## config.mk

```make
export PLATFORM = sky130hd
export DESIGN_NAME = acc_alu
export DESIGN_NICKNAME = d
export VERILOG_FILES = /design/src/rtl/alu_pkg.sv /design/src/rtl/alu_addsub.sv /design/src/rtl/alu_rotate.sv /design/src/rtl/alu_bcd.sv /design/src/rtl/acc_alu.sv
export SDC_FILE = /design/constraint.sdc
export NUM_CORES = 1
export LEC_CHECK = 0
export ABC_AREA = 1
export BUFFER_PORTS_ARGS = -buffer_cell sky130_fd_sc_hd__buf_2
export CAP_MARGIN = 15
export CORE_ASPECT_RATIO = 0.8
export CORE_UTILIZATION = 55
export CTS_CLUSTER_DIAMETER = 200
export DETAILED_ROUTE_END_ITERATION = 10
export MAX_ROUTING_LAYER = met4
export PLACE_DENSITY = 0.76
export RECOVER_POWER = 100
export SLEW_MARGIN = 0
export SYNTH_ARGS = -nofsm -noshare
export SYNTH_HDL_FRONTEND = slang
export SYNTH_HIERARCHICAL = 1
export SYNTH_SLANG_ARGS = --single-unit
```

## constraint.sdc

```tcl
create_clock -name clk -period 4.3 [get_ports clk]
set_clock_uncertainty 0.05 [all_clocks]
set_input_delay 0.645 -clock clk [delete_from_list [all_inputs] [get_ports clk]]
set_output_delay 0.645 -clock clk [all_outputs]
set_load 0.03 [all_outputs]
```

## src/rtl/alu_pkg.sv

```systemverilog
package alu_pkg;

  localparam int NIB_W = 4;

  typedef enum logic [3:0] {
    OP_ADD  = 4'd0,
    OP_SUB  = 4'd1,
    OP_SBB  = 4'd2,
    OP_AND  = 4'd3,
    OP_OR   = 4'd4,
    OP_XOR  = 4'd5,
    OP_CMP  = 4'd6,
    OP_RLC  = 4'd7,
    OP_RRC  = 4'd8,
    OP_RAL  = 4'd9,
    OP_RAR  = 4'd10,
    OP_STC  = 4'd11,
    OP_CMC  = 4'd12,
    OP_DAA  = 4'd13,
    OP_RSV0 = 4'd14,
    OP_RSV1 = 4'd15
  } alu_op_e;

  typedef enum logic [1:0] {
    ROT_LCOPY = 2'd0,
    ROT_RCOPY = 2'd1,
    ROT_LTHRU = 2'd2,
    ROT_RTHRU = 2'd3
  } rot_kind_e;

  typedef struct packed {
    logic s;
    logic z;
    logic ac;
    logic p;
    logic cy;
  } flags_t;

endpackage

```

## src/rtl/alu_addsub.sv

```systemverilog
module alu_addsub #(
  parameter int DATA_W = 8
) (
  input  logic [DATA_W-1:0] a,
  input  logic [DATA_W-1:0] b,
  input  logic              is_sub,
  input  logic              use_borrow,
  input  logic              cy_in,
  output logic [DATA_W-1:0] res,
  output logic              cy_out,
  output logic              ac_out
);
  import alu_pkg::*;

  localparam int SUM_W = DATA_W + 1;
  localparam int LO_W  = NIB_W + 1;

  logic [DATA_W-1:0] b_eff;
  logic              c_in;
  logic [SUM_W-1:0]  full_sum;
  logic [LO_W-1:0]   lo_sum;

  // Sum of width w from two operands and a carry-in.
  function automatic logic [SUM_W-1:0] wide_add(input logic [DATA_W-1:0] x,
                                               input logic [DATA_W-1:0] y,
                                               input logic ci);
    return {1'b0, x} + {1'b0, y} + {{DATA_W{1'b0}}, ci};
  endfunction

  function automatic logic [LO_W-1:0] nib_add(input logic [NIB_W-1:0] x,
                                              input logic [NIB_W-1:0] y,
                                              input logic ci);
    return {1'b0, x} + {1'b0, y} + {{NIB_W{1'b0}}, ci};
  endfunction

  always_comb begin
    b_eff    = is_sub ? ~b : b;
    c_in     = is_sub ? ~(use_borrow & cy_in) : 1'b0;
    full_sum = wide_add(a, b_eff, c_in);
    lo_sum   = nib_add(a[NIB_W-1:0], b_eff[NIB_W-1:0], c_in);
    res      = full_sum[DATA_W-1:0];
    cy_out   = is_sub ? ~full_sum[DATA_W] : full_sum[DATA_W];
    ac_out   = lo_sum[NIB_W];
  end

endmodule

```

## src/rtl/alu_rotate.sv

```systemverilog
module alu_rotate #(
  parameter int DATA_W = 8
) (
  input  logic [DATA_W-1:0]   a,
  input  alu_pkg::rot_kind_e  kind,
  input  logic                cy_in,
  output logic [DATA_W-1:0]   res,
  output logic                cy_out
);
  import alu_pkg::*;

  always_comb begin
    unique case (kind)
      ROT_LCOPY: begin
        res    = {a[DATA_W-2:0], a[DATA_W-1]};
        cy_out = a[DATA_W-1];
      end
      ROT_RCOPY: begin
        res    = {a[0], a[DATA_W-1:1]};
        cy_out = a[0];
      end
      ROT_LTHRU: begin
        res    = {a[DATA_W-2:0], cy_in};
        cy_out = a[DATA_W-1];
      end
      default: begin
        res    = {cy_in, a[DATA_W-1:1]};
        cy_out = a[0];
      end
    endcase
  end

endmodule

```

## src/rtl/alu_bcd.sv

```systemverilog
module alu_bcd #(
  parameter int DATA_W = 8
) (
  input  logic [DATA_W-1:0] a,
  input  logic              ac_in,
  input  logic              cy_in,
  output logic [DATA_W-1:0] res,
  output logic              cy_out,
  output logic              ac_out
);
  import alu_pkg::*;

  localparam int RUN_W = DATA_W + 1;
  localparam int NIBS  = DATA_W / NIB_W;
  localparam logic [RUN_W-1:0] SIX = RUN_W'(6);

  logic [RUN_W-1:0] run [0:NIBS];
  logic [NIBS-1:0]  fix;
  logic [NIB_W:0]   lo_fix;

  function automatic logic over_nine(input logic [NIB_W-1:0] n);
    return n > NIB_W'(9);
  endfunction

  assign run[0] = {1'b0, a};

  // One correction stage per digit, each looking at the value left by the one below.
  for (genvar i = 0; i < NIBS; i++) begin : g_digit
    if (i == 0) begin : g_low
      assign fix[i] = over_nine(run[i][NIB_W*i +: NIB_W]) | ac_in;
    end else if (i == NIBS - 1) begin : g_top
      assign fix[i] = over_nine(run[i][NIB_W*i +: NIB_W]) | cy_in | run[i][DATA_W];
    end else begin : g_mid
      assign fix[i] = over_nine(run[i][NIB_W*i +: NIB_W]);
    end
    assign run[i+1] = fix[i] ? run[i] + (SIX << (NIB_W*i)) : run[i];
  end

  assign lo_fix = {1'b0, a[NIB_W-1:0]} + (NIB_W+1)'(6);
  assign res    = run[NIBS][DATA_W-1:0];
  assign cy_out = fix[NIBS-1];
  assign ac_out = fix[0] & lo_fix[NIB_W];

endmodule

```

## src/rtl/acc_alu.sv

```systemverilog
module acc_alu #(
  parameter int DATA_W = 8
) (
  input  logic              clk,
  input  logic              rst_n,
  input  logic              op_valid,
  input  logic [3:0]        op_sel,
  input  logic              use_imm,
  input  logic [DATA_W-1:0] reg_opnd,
  input  logic [DATA_W-1:0] imm_opnd,
  output logic              acc_wr,
  output logic [DATA_W-1:0] acc_q,
  output logic [4:0]        flags_q
);
  import alu_pkg::*;

  alu_op_e           op_e;
  flags_t            flg_r, flg_nxt;
  logic [DATA_W-1:0] acc_r, opnd, result;
  logic              writes_acc, known_op, szp_upd;

  logic [DATA_W-1:0] as_res, rot_res, bcd_res;
  logic              as_cy, as_ac, rot_cy, bcd_cy, bcd_ac;
  logic              as_sub, as_brw;
  rot_kind_e         rot_kind;

  function automatic logic even_ones(input logic [DATA_W-1:0] v);
    return ~^v;
  endfunction

  assign op_e = alu_op_e'(op_sel);
  assign opnd = use_imm ? imm_opnd : reg_opnd;

  assign as_sub = (op_e == OP_SUB) || (op_e == OP_SBB) || (op_e == OP_CMP);
  assign as_brw = (op_e == OP_SBB);

  always_comb begin
    unique case (op_e)
      OP_RLC:  rot_kind = ROT_LCOPY;
      OP_RRC:  rot_kind = ROT_RCOPY;
      OP_RAL:  rot_kind = ROT_LTHRU;
      default: rot_kind = ROT_RTHRU;
    endcase
  end

  alu_addsub #(.DATA_W(DATA_W)) u_addsub (
    .a(acc_r), .b(opnd), .is_sub(as_sub), .use_borrow(as_brw), .cy_in(flg_r.cy),
    .res(as_res), .cy_out(as_cy), .ac_out(as_ac)
  );

  alu_rotate #(.DATA_W(DATA_W)) u_rotate (
    .a(acc_r), .kind(rot_kind), .cy_in(flg_r.cy), .res(rot_res), .cy_out(rot_cy)
  );

  alu_bcd #(.DATA_W(DATA_W)) u_bcd (
    .a(acc_r), .ac_in(flg_r.ac), .cy_in(flg_r.cy),
    .res(bcd_res), .cy_out(bcd_cy), .ac_out(bcd_ac)
  );

  always_comb begin
    result     = acc_r;
    flg_nxt    = flg_r;
    writes_acc = 1'b0;
    known_op   = 1'b1;
    szp_upd    = 1'b0;
    case (op_e)
      OP_ADD, OP_SUB, OP_SBB: begin
        result = as_res; flg_nxt.cy = as_cy; flg_nxt.ac = as_ac;
        writes_acc = 1'b1; szp_upd = 1'b1;
      end
      OP_CMP: begin
        result = as_res; flg_nxt.cy = as_cy; flg_nxt.ac = as_ac;
        szp_upd = 1'b1;
      end
      OP_AND: begin
        result = acc_r & opnd; flg_nxt.cy = 1'b0; flg_nxt.ac = 1'b1;
        writes_acc = 1'b1; szp_upd = 1'b1;
      end
      OP_OR: begin
        result = acc_r | opnd; flg_nxt.cy = 1'b0; flg_nxt.ac = 1'b0;
        writes_acc = 1'b1; szp_upd = 1'b1;
      end
      OP_XOR: begin
        result = acc_r ^ opnd; flg_nxt.cy = 1'b0; flg_nxt.ac = 1'b0;
        writes_acc = 1'b1; szp_upd = 1'b1;
      end
      OP_RLC, OP_RRC, OP_RAL, OP_RAR: begin
        result = rot_res; flg_nxt.cy = rot_cy; writes_acc = 1'b1;
      end
      OP_STC: flg_nxt.cy = 1'b1;
      OP_CMC: flg_nxt.cy = ~flg_r.cy;
      OP_DAA: begin
        result = bcd_res; flg_nxt.cy = bcd_cy; flg_nxt.ac = bcd_ac;
        writes_acc = 1'b1; szp_upd = 1'b1;
      end
      default: known_op = 1'b0;
    endcase
    if (szp_upd) begin
      flg_nxt.s = result[DATA_W-1];
      flg_nxt.z = (result == '0);
      flg_nxt.p = even_ones(result);
    end
  end

  always_ff @(posedge clk) begin
    if (!rst_n) begin
      acc_r <= '0;
      flg_r <= '0;
    end else if (op_valid && known_op) begin
      if (writes_acc) acc_r <= result;
      flg_r <= flg_nxt;
    end
  end

  assign acc_wr  = op_valid & writes_acc;
  assign acc_q   = acc_r;
  assign flags_q = flg_r;

  // Named events for the checks below.
  logic ev_cmp, ev_rot, ev_logic, ev_stc, ev_cmc, ev_hold, ev_szp;
  assign ev_cmp   = rst_n && op_valid && (op_sel == 4'd6);
  assign ev_rot   = rst_n && op_valid && (op_sel >= 4'd7) && (op_sel <= 4'd10);
  assign ev_logic = rst_n && op_valid && (op_sel >= 4'd3) && (op_sel <= 4'd5);
  assign ev_stc   = rst_n && op_valid && (op_sel == 4'd11);
  assign ev_cmc   = rst_n && op_valid && (op_sel == 4'd12);
  assign ev_hold  = rst_n && (!op_valid || (op_sel >= 4'd14));
  assign ev_szp   = rst_n && op_valid && ((op_sel <= 4'd5) || (op_sel == 4'd13));

  a_r4_cmp_keeps_acc: assert property (@(posedge clk) disable iff (!rst_n)
    ev_cmp |=> $stable(acc_q));
  a_r4_cmp_no_write: assert property (@(posedge clk) disable iff (!rst_n)
    ev_cmp |-> !acc_wr);
  a_r9_rot_keeps_flags: assert property (@(posedge clk) disable iff (!rst_n)
    ev_rot |=> (flags_q[4:1] == $past(flags_q[4:1])));
  a_r5_logic_clears_cy: assert property (@(posedge clk) disable iff (!rst_n)
    ev_logic |=> !flags_q[0]);
  a_r10_stc_sets: assert property (@(posedge clk) disable iff (!rst_n)
    ev_stc |=> flags_q[0] && $stable(acc_q));
  a_r10_cmc_flips: assert property (@(posedge clk) disable iff (!rst_n)
    ev_cmc |=> (flags_q[0] != $past(flags_q[0])) && $stable(acc_q));
  a_r12_hold: assert property (@(posedge clk) disable iff (!rst_n)
    ev_hold |=> $stable(acc_q) && $stable(flags_q));
  a_r7_zero_tracks: assert property (@(posedge clk) disable iff (!rst_n)
    ev_szp |=> (flags_q[3] == (acc_q == '0)));
  a_r7_sign_tracks: assert property (@(posedge clk) disable iff (!rst_n)
    ev_szp |=> (flags_q[4] == acc_q[DATA_W-1]));

endmodule

```

* Yosys cells after proc, flatten, opt, wreduce, memory -nomap -nowiden
Index checks and enable logic that the tools add are counted.
Widths: inputs -> output; s select.
** Operators by class
- Reductions and logical operators :: 21
- $add $sub $neg :: 7
- Equal/unequal tests :: 15
- Multiplexer cells :: 15
- Bitwise gates (word level) :: 13
- Order comparisons :: 2
- Multipliers :: 0
- Shifts and indexed selects :: 0
- Divide/modulo/power cells :: 0
** Operators by type and width (count)
- $pmux 8 s6 :: 1
- $eq 4x4->1 const B :: 6
- $mux 8 :: 3
- $pmux 8 s3 :: 1
- $eq 4x3->1 const B :: 4
- $reduce_or 14->1 :: 1
- $reduce_or 11->1 :: 1
- $add 8x3->9 const B :: 1
- $add 8x8->9 :: 1
- $add 9x1->9 :: 1
- $mux 9 :: 1
- $add 8x7->8 const B :: 1
- $and 8x8->8 :: 1
- $eq 4x2->1 const B :: 2
- $gt 4x4->1 const B :: 2
- $logic_not 8->1 :: 1
- $not 8->8 :: 1
- $or 8x8->8 :: 1
- $reduce_and 2->1 :: 4
- $reduce_or 4->1 :: 2
- $reduce_or 8->1 :: 1
- $reduce_xnor 8->1 :: 1
- $xor 8x8->8 :: 1
- $mux 1 :: 6
- 20 further kinds :: 28
** Storage, ports and cells
- Logic and storage cells :: 79
- Bits in writable memories :: 0
- Bits in read-only memories :: 0
- Latch bits :: 0
- Output and inout port bits :: 14
- Memories :: 0
- Bits in registers :: 13

* Longest topological paths before layout
- Word-level depth :: 9
- Depth in mapped cells :: 27
- Gate-level depth less buffers :: 25

* Modules after synthesis
The synthesis kept the hierarchy.
** By module, submodules not included
- acc_alu :: instances 1, seq. area each 260.2 µm², area each 1884.3 µm², cells each 318
- alu_addsub :: instances 1, seq. area each 0.0 µm², area each 503.0 µm², cells each 85
- alu_bcd :: instances 1, seq. area each 0.0 µm², area each 402.9 µm², cells each 71
- alu_rotate :: instances 1, seq. area each 0.0 µm², area each 161.4 µm², cells each 33

* Least setup slack after synthesis
Ideal clock, no wire load.
- Path kind :: input port to flip-flop
- Start :: input op_sel[2]
- End :: register flg_r (netlist bit flags_q[1])
- Library setup time :: 0.116 ns
- Required time :: 4.134 ns
- Arrival time :: 3.621 ns
- Setup slack :: 0.514 ns
- Stages on the path :: 24
- Cells stage by stage :: buf_4 -> nor2_2 -> buf_6 -> nand2_1 -> nand2_1 -> buf_4 -> xor2_1 -> fa_1 -> inv_1 -> fa_1 -> inv_1 -> nand2_1 -> nand2_1 -> and2_4 -> xor2_1 -> nand2_1 -> nand2_1 -> nor2_1 -> and2_1 -> ha_1 -> xnor2_1 -> xnor2_1 -> o21ai_0 -> nor2_1
** Between the ends
- Cells in the longest elaborated chain, start to end :: 8
- Elaborated cells between the ends (all ways) :: 37
** RTL lines
- from (decl) :: RTL line acc_alu.sv:7 : input logic [3:0] op_sel,
- $eq 4x1->1 / $eq 4x2->1 (equally long branches) :: RTL line acc_alu.sv:34 : assign as_sub = (op_e == OP_SUB) || (op_e == OP_SBB) || (op_e == OP_CMP);
- $logic_or 1x1->1 :: RTL line acc_alu.sv:34
- $logic_or 1x1->1 (*) :: RTL line acc_alu.sv:34
- net as_sub :: RTL line acc_alu.sv:24 : logic as_sub, as_brw;
- $mux 8 :: RTL line alu_addsub.sv:37 : b_eff = is_sub ? ~b : b;
- $add 8x8->9 :: RTL line alu_addsub.sv:27 : return {1'b0, x} + {1'b0, y} + {{DATA_W{1'b0}}, ci};
- $add 9x1->9 (*) :: RTL line alu_addsub.sv:27
- net as_res[4] :: RTL line acc_alu.sv:22 : logic [DATA_W-1:0] as_res, rot_res, bcd_res;
- $pmux 8 s6 (*) :: RTL line acc_alu.sv:66 : case (op_e)
- $reduce_xnor 8->1 (*) :: RTL line acc_alu.sv:28 : return ~^v;
- to (signal assigned) :: RTL line acc_alu.sv:111 : flg_r <= flg_nxt;
- to (decl) :: RTL line acc_alu.sv:18 : flags_t flg_r, flg_nxt;
The timed path passes the listed nets; every way through them passes the cells marked *.
A chain may end at the register's enable or synchronous reset.

* Worst setup path after layout
- Start :: input op_sel[0]
- End :: register flg_r (netlist bit flags_q[1])
The elaborated chain is that of the path after synthesis.

==> results summary <==
The most common cell in the synthesized netlist is sky130_fd_sc_hd__nand2_1. The net count reported at finish is 602. The number of I/O pins came out at 38. The part of the power in combinational logic came out at 66.1%. The hold violation total from the final report is 0.

The root buffer cell is sky130_fd_sc_hd__clkbuf_8. The clock net in this run drives a total of 13 sinks. The count of flip-flops with a built-in enable after synthesis came out at 0. The depth of the CTS H-tree is 1. The total global routing overflow is 0. The leakage power figure came out at 1.887 nW. Along the worst path, the maximum fanout reaches 7. The post-route antenna net violation count is 0.

The remaining routing DRC violations is 2. The count of buffers added on input and output ports is 37. The die extent in y is 67.52 um. Summed over all instances, the cell type with the most area after synthesis is sky130_fd_sc_hd__nand2_1. The floorplan step defined a core boundary enclosing 5094 um^2. Walking the worst path, the cells encountered are buf_2 -> inv_1 -> nor2_1 -> nand2_1 -> nand2_1 -> inv_1 -> a21oi_1 -> fa_1 -> inv_1 -> fa_1 -> inv_1 -> nand2_1 -> nand2_1 -> and2_0 -> xor2_1 -> nand2_1 -> nand2_1 -> nor2_1 -> and2_0 -> ha_1 -> xnor2_1 -> xnor2_1 -> o21ai_0 -> nor2_1.

Setup repair after global routing left no endpoint under its margin. Setup violations remaining at the end of the flow were counted as 0. The via count of the first global-routing pass came to 2803.

The placement row count is 23. The initial core utilization came out at 57.95%. The clock-pin slew on the worst setup and hold paths is 0.06 ns.

Of the cells placed in the final design, the portion with a size suffix greater than 1 is 14.29%. The number of max-cap violations is 0. The total power per unit cell area came out at 239.8 nW/um^2. The via count came out at 3193.

The worst-case clock buffer depth is 2. The fraction of power consumed by sequential logic came out at 19.4%. The max-slew violation count is 0. Counting flops with an async set or reset pin after synthesis yields a share of 0%. Summed over its instances, the top area cell type makes up 20.86% of the synthesized netlist area. The total nets after synthesis is 562. The number of iterations in the first detailed-routing pass came out at 8. The cell area after synthesis is 2952 um^2. The detailed-route vias per instance came out at 5.252.

The post-route minimum period is 3.876 ns. The sum of net half-perimeters after detailed placement came out at 6446 um. The total placed cells including tap cells came out at 604. The routed length per placed instance is 13.02 um. Ranked by total cell area, the synthesized netlist is headed by sky130_fd_sc_hd__nand2_1 21%, sky130_fd_sc_hd__ha_1 12%, sky130_fd_sc_hd__inv_1 12%. By startpoint and endpoint, the worst setup path is classified as primary input to flip-flop. The die footprint is 5665 um^2.

The highest cell delay on the worst timing path is 0.39 ns. IR analysis of the VDD net gives a maximum drop of 0.1691 mV. The DRC violation total after the first TritonRoute iteration came out at 312. The kind of path behind the tightest hold check is flip-flop to flip-flop. STA classifies the critical path endpoint as a flip-flop. After synthesis, the mean cell area works out to 5.822 um^2. Buffers inserted to repair hold after CTS numbered 0. The power share of the clock group came out at 14.5%. The internal power of the cells totals 386.2 uW.

In this run switching power makes up 49.70% of total power. The initial antenna violation count is 0. Synthesis produced 507 cells.

The count of distinct cell types in the synthesized netlist is 37. The horizontal die dimension is 83.91 um. For this run, the leading register cell type out of synthesis is sky130_fd_sc_hd__dfxtp_1.

The post-layout instance count excluding filler cells came out at 608. The first global-routing pass estimated 12770 um of wire. The slew at the pin closest to its max-slew limit came out at 0.8330 ns. For the final routed database, the setup TNS stands at 0 ns. The critical path arrival is 3.96 ns.

TritonCTS built the clock tree. The number of warnings issued by yosys is 6. On the critical path, the stage with the largest delay is an instance of sky130_fd_sc_hd__fa_1.

STA puts the critical path data required time at 4.39 ns. The sequential cell area fraction in the yosys report came out at 8.817%. The area growth from synthesis to final layout came out at 8.478%. The insertion delay to the later sink of the worst-skew pair is 0.24 ns.

Counting stages on the worst path, the most repeated cell is sky130_fd_sc_hd__nand2_1. The post-CTS setup repair buffer count is 0. In the global route stage, overall resource usage came out at 29.39%. The worst setup path is launched from a primary input.

The largest net degree at the start of global routing came out at 17. The run finished, with violations left. The post-detailed-routing wire length is 7916 um. The diode insertion count for antenna repair came out at 0.

The checks that failed: design-rule violations. The flip-flop and latch count after synthesis came out at 13. The quantity of gates resized following cts is 0. At the end of routability-driven placement, the weighted congestion stood at 0.9040. By count the netlist is led by 164 x sky130_fd_sc_hd__nand2_1, 92 x sky130_fd_sc_hd__inv_1, 46 x sky130_fd_sc_hd__nand3_1, 29 x sky130_fd_sc_hd__ha_1, 29 x sky130_fd_sc_hd__nor2_1. The setup slack on the worst flop-to-flop path is 1.22 ns.

TritonCTS created 3 clock buffers. The power dissipated by switching net loads came out at 381.6 uW. Based on the critical path, the design can be clocked at up to 258.0 MHz. Measured against its own limit, the worst slew margin works out to 44.26%. In this design, the largest share of critical-path delay is due to simple AND/OR/NAND/NOR gates. The worst path uses 90.15% of the clock period. The number of buffer and inverter instances along the worst setup path came out at 5. The layout has 535 filler cells.
==> per-stage QoR <==
stage / total power [mW] / utilization, % / hold WS (ns) / cell area [um^2] / setup WS [ns]
after floorplan: 0.5393 / - / 0.5579 / 2952 / 0.5136
final: 0.7678 / 62.86 / 0.4640 / 3202 / 0.4237
after detailed placement: 0.6558 / 62.59 / 0.4449 / 3188 / 0.2090
after global placement: 0.6444 / 62.59 / 0.4620 / 3188 / 0.3484
after global routing: 0.8375 / 62.86 / 0.4769 / 3202 / 0.1189
after CTS: 0.7708 / 63.50 / 0.4561 / 3234 / 0.4653
==> per-layer routing <==
layer | vias up | global-route usage (%) | share of wire (%)
met1 | 1443 | 40.41 | 49
met4 | 0 | 4.526 | 1.1
met2 | 111 | 48.36 | 44
met5 | - | - | 0
li1 | 1631 | - | -
met3 | 8 | 2.445 | 6.0
==> power by group through the flow <==
| stage | clock network [mW] | logic, mW | registers, mW |
|---|---|---|---|
| after floorplan | 0 | 0.359 | 0.180 |
| after global placement | 0 | 0.494 | 0.151 |
| after detailed placement | 0 | 0.505 | 0.151 |
| after CTS | 0.114 | 0.509 | 0.148 |
| after global routing | 0.120 | 0.567 | 0.150 |
| final | 0.111 | 0.508 | 0.149 |
==> logic make-up (layout without fill, tap and decap cells) <==
group	Yosys count	in the layout	share of synthesized area, %
simple gates	299	299	50.19
buf+inv	110	149	15.73
compound gates	39	39	7.164
fa+ha+maj	31	31	13.65
xor+xnor	15	15	4.451
flops	13	13	8.817
==> worst paths after layout <==
path / from / to / cells past startpoint
setup reg to reg: flags_q[0] / flags_q[1] / 18
setup / recovery: op_sel[0] / flags_q[1] / 24
hold reg to reg: flags_q[1] / flags_q[1] / 2
hold / removal: flags_q[1] / flags_q[1] / 2
==> tightest hold or removal path: stages, from the launching register on <==
cell and delay, ns:
sky130_fd_sc_hd__dfxtp_1 0.32, sky130_fd_sc_hd__nor2_1 0.10, sky130_fd_sc_hd__nor2_1 0.05
==> placed cells by master, fill, tap and decap left out, types with 2 or more instances in the layout <==
cell and n:
sky130_fd_sc_hd__nand3_2 2, sky130_fd_sc_hd__fa_1 2, sky130_fd_sc_hd__o21ai_1 3, sky130_fd_sc_hd__ha_1 29, sky130_fd_sc_hd__and2_0 3, sky130_fd_sc_hd__a21oi_1 19, sky130_fd_sc_hd__nand2_1 164, sky130_fd_sc_hd__nor2_2 3
sky130_fd_sc_hd__nor2_1 31, sky130_fd_sc_hd__xnor2_1 6, sky130_fd_sc_hd__nand3_1 46, sky130_fd_sc_hd__xor2_1 9, sky130_fd_sc_hd__buf_2 24, sky130_fd_sc_hd__nand4_1 2, sky130_fd_sc_hd__buf_4 7, sky130_fd_sc_hd__nand2_4 10
sky130_fd_sc_hd__dfxtp_1 13, sky130_fd_sc_hd__inv_1 92, sky130_fd_sc_hd__o21ai_0 13, sky130_fd_sc_hd__nand2_2 8, sky130_fd_sc_hd__clkbuf_1 14, sky130_fd_sc_hd__clkbuf_8 3, sky130_fd_sc_hd__nand3b_1 10, sky130_fd_sc_hd__nor2_4 6
sky130_fd_sc_hd__inv_2 7, sky130_fd_sc_hd__nor2_8 2, sky130_fd_sc_hd__and2_1 6
==> sequential cells by signal (all words and copies together) (netlist names) <==
register	flops
flags_q	5
acc_q	8
==> layout make-up <==
type | instances | area [um^2] | area share, %
clock buffer | 3 | 41.29 | 1.290
clock inverter | 1 | 5.005 | 0.1563
inverter | 100 | 377.9 | 11.80
multi-input combinational | 384 | 2215 | 69.17
sequential | 13 | 260.3 | 8.128
tap | 62 | 77.57 | 2.423
timing repair buffer | 45 | 225.2 | 7.034
No activity file was read; power rests on OpenSTA's default activity.
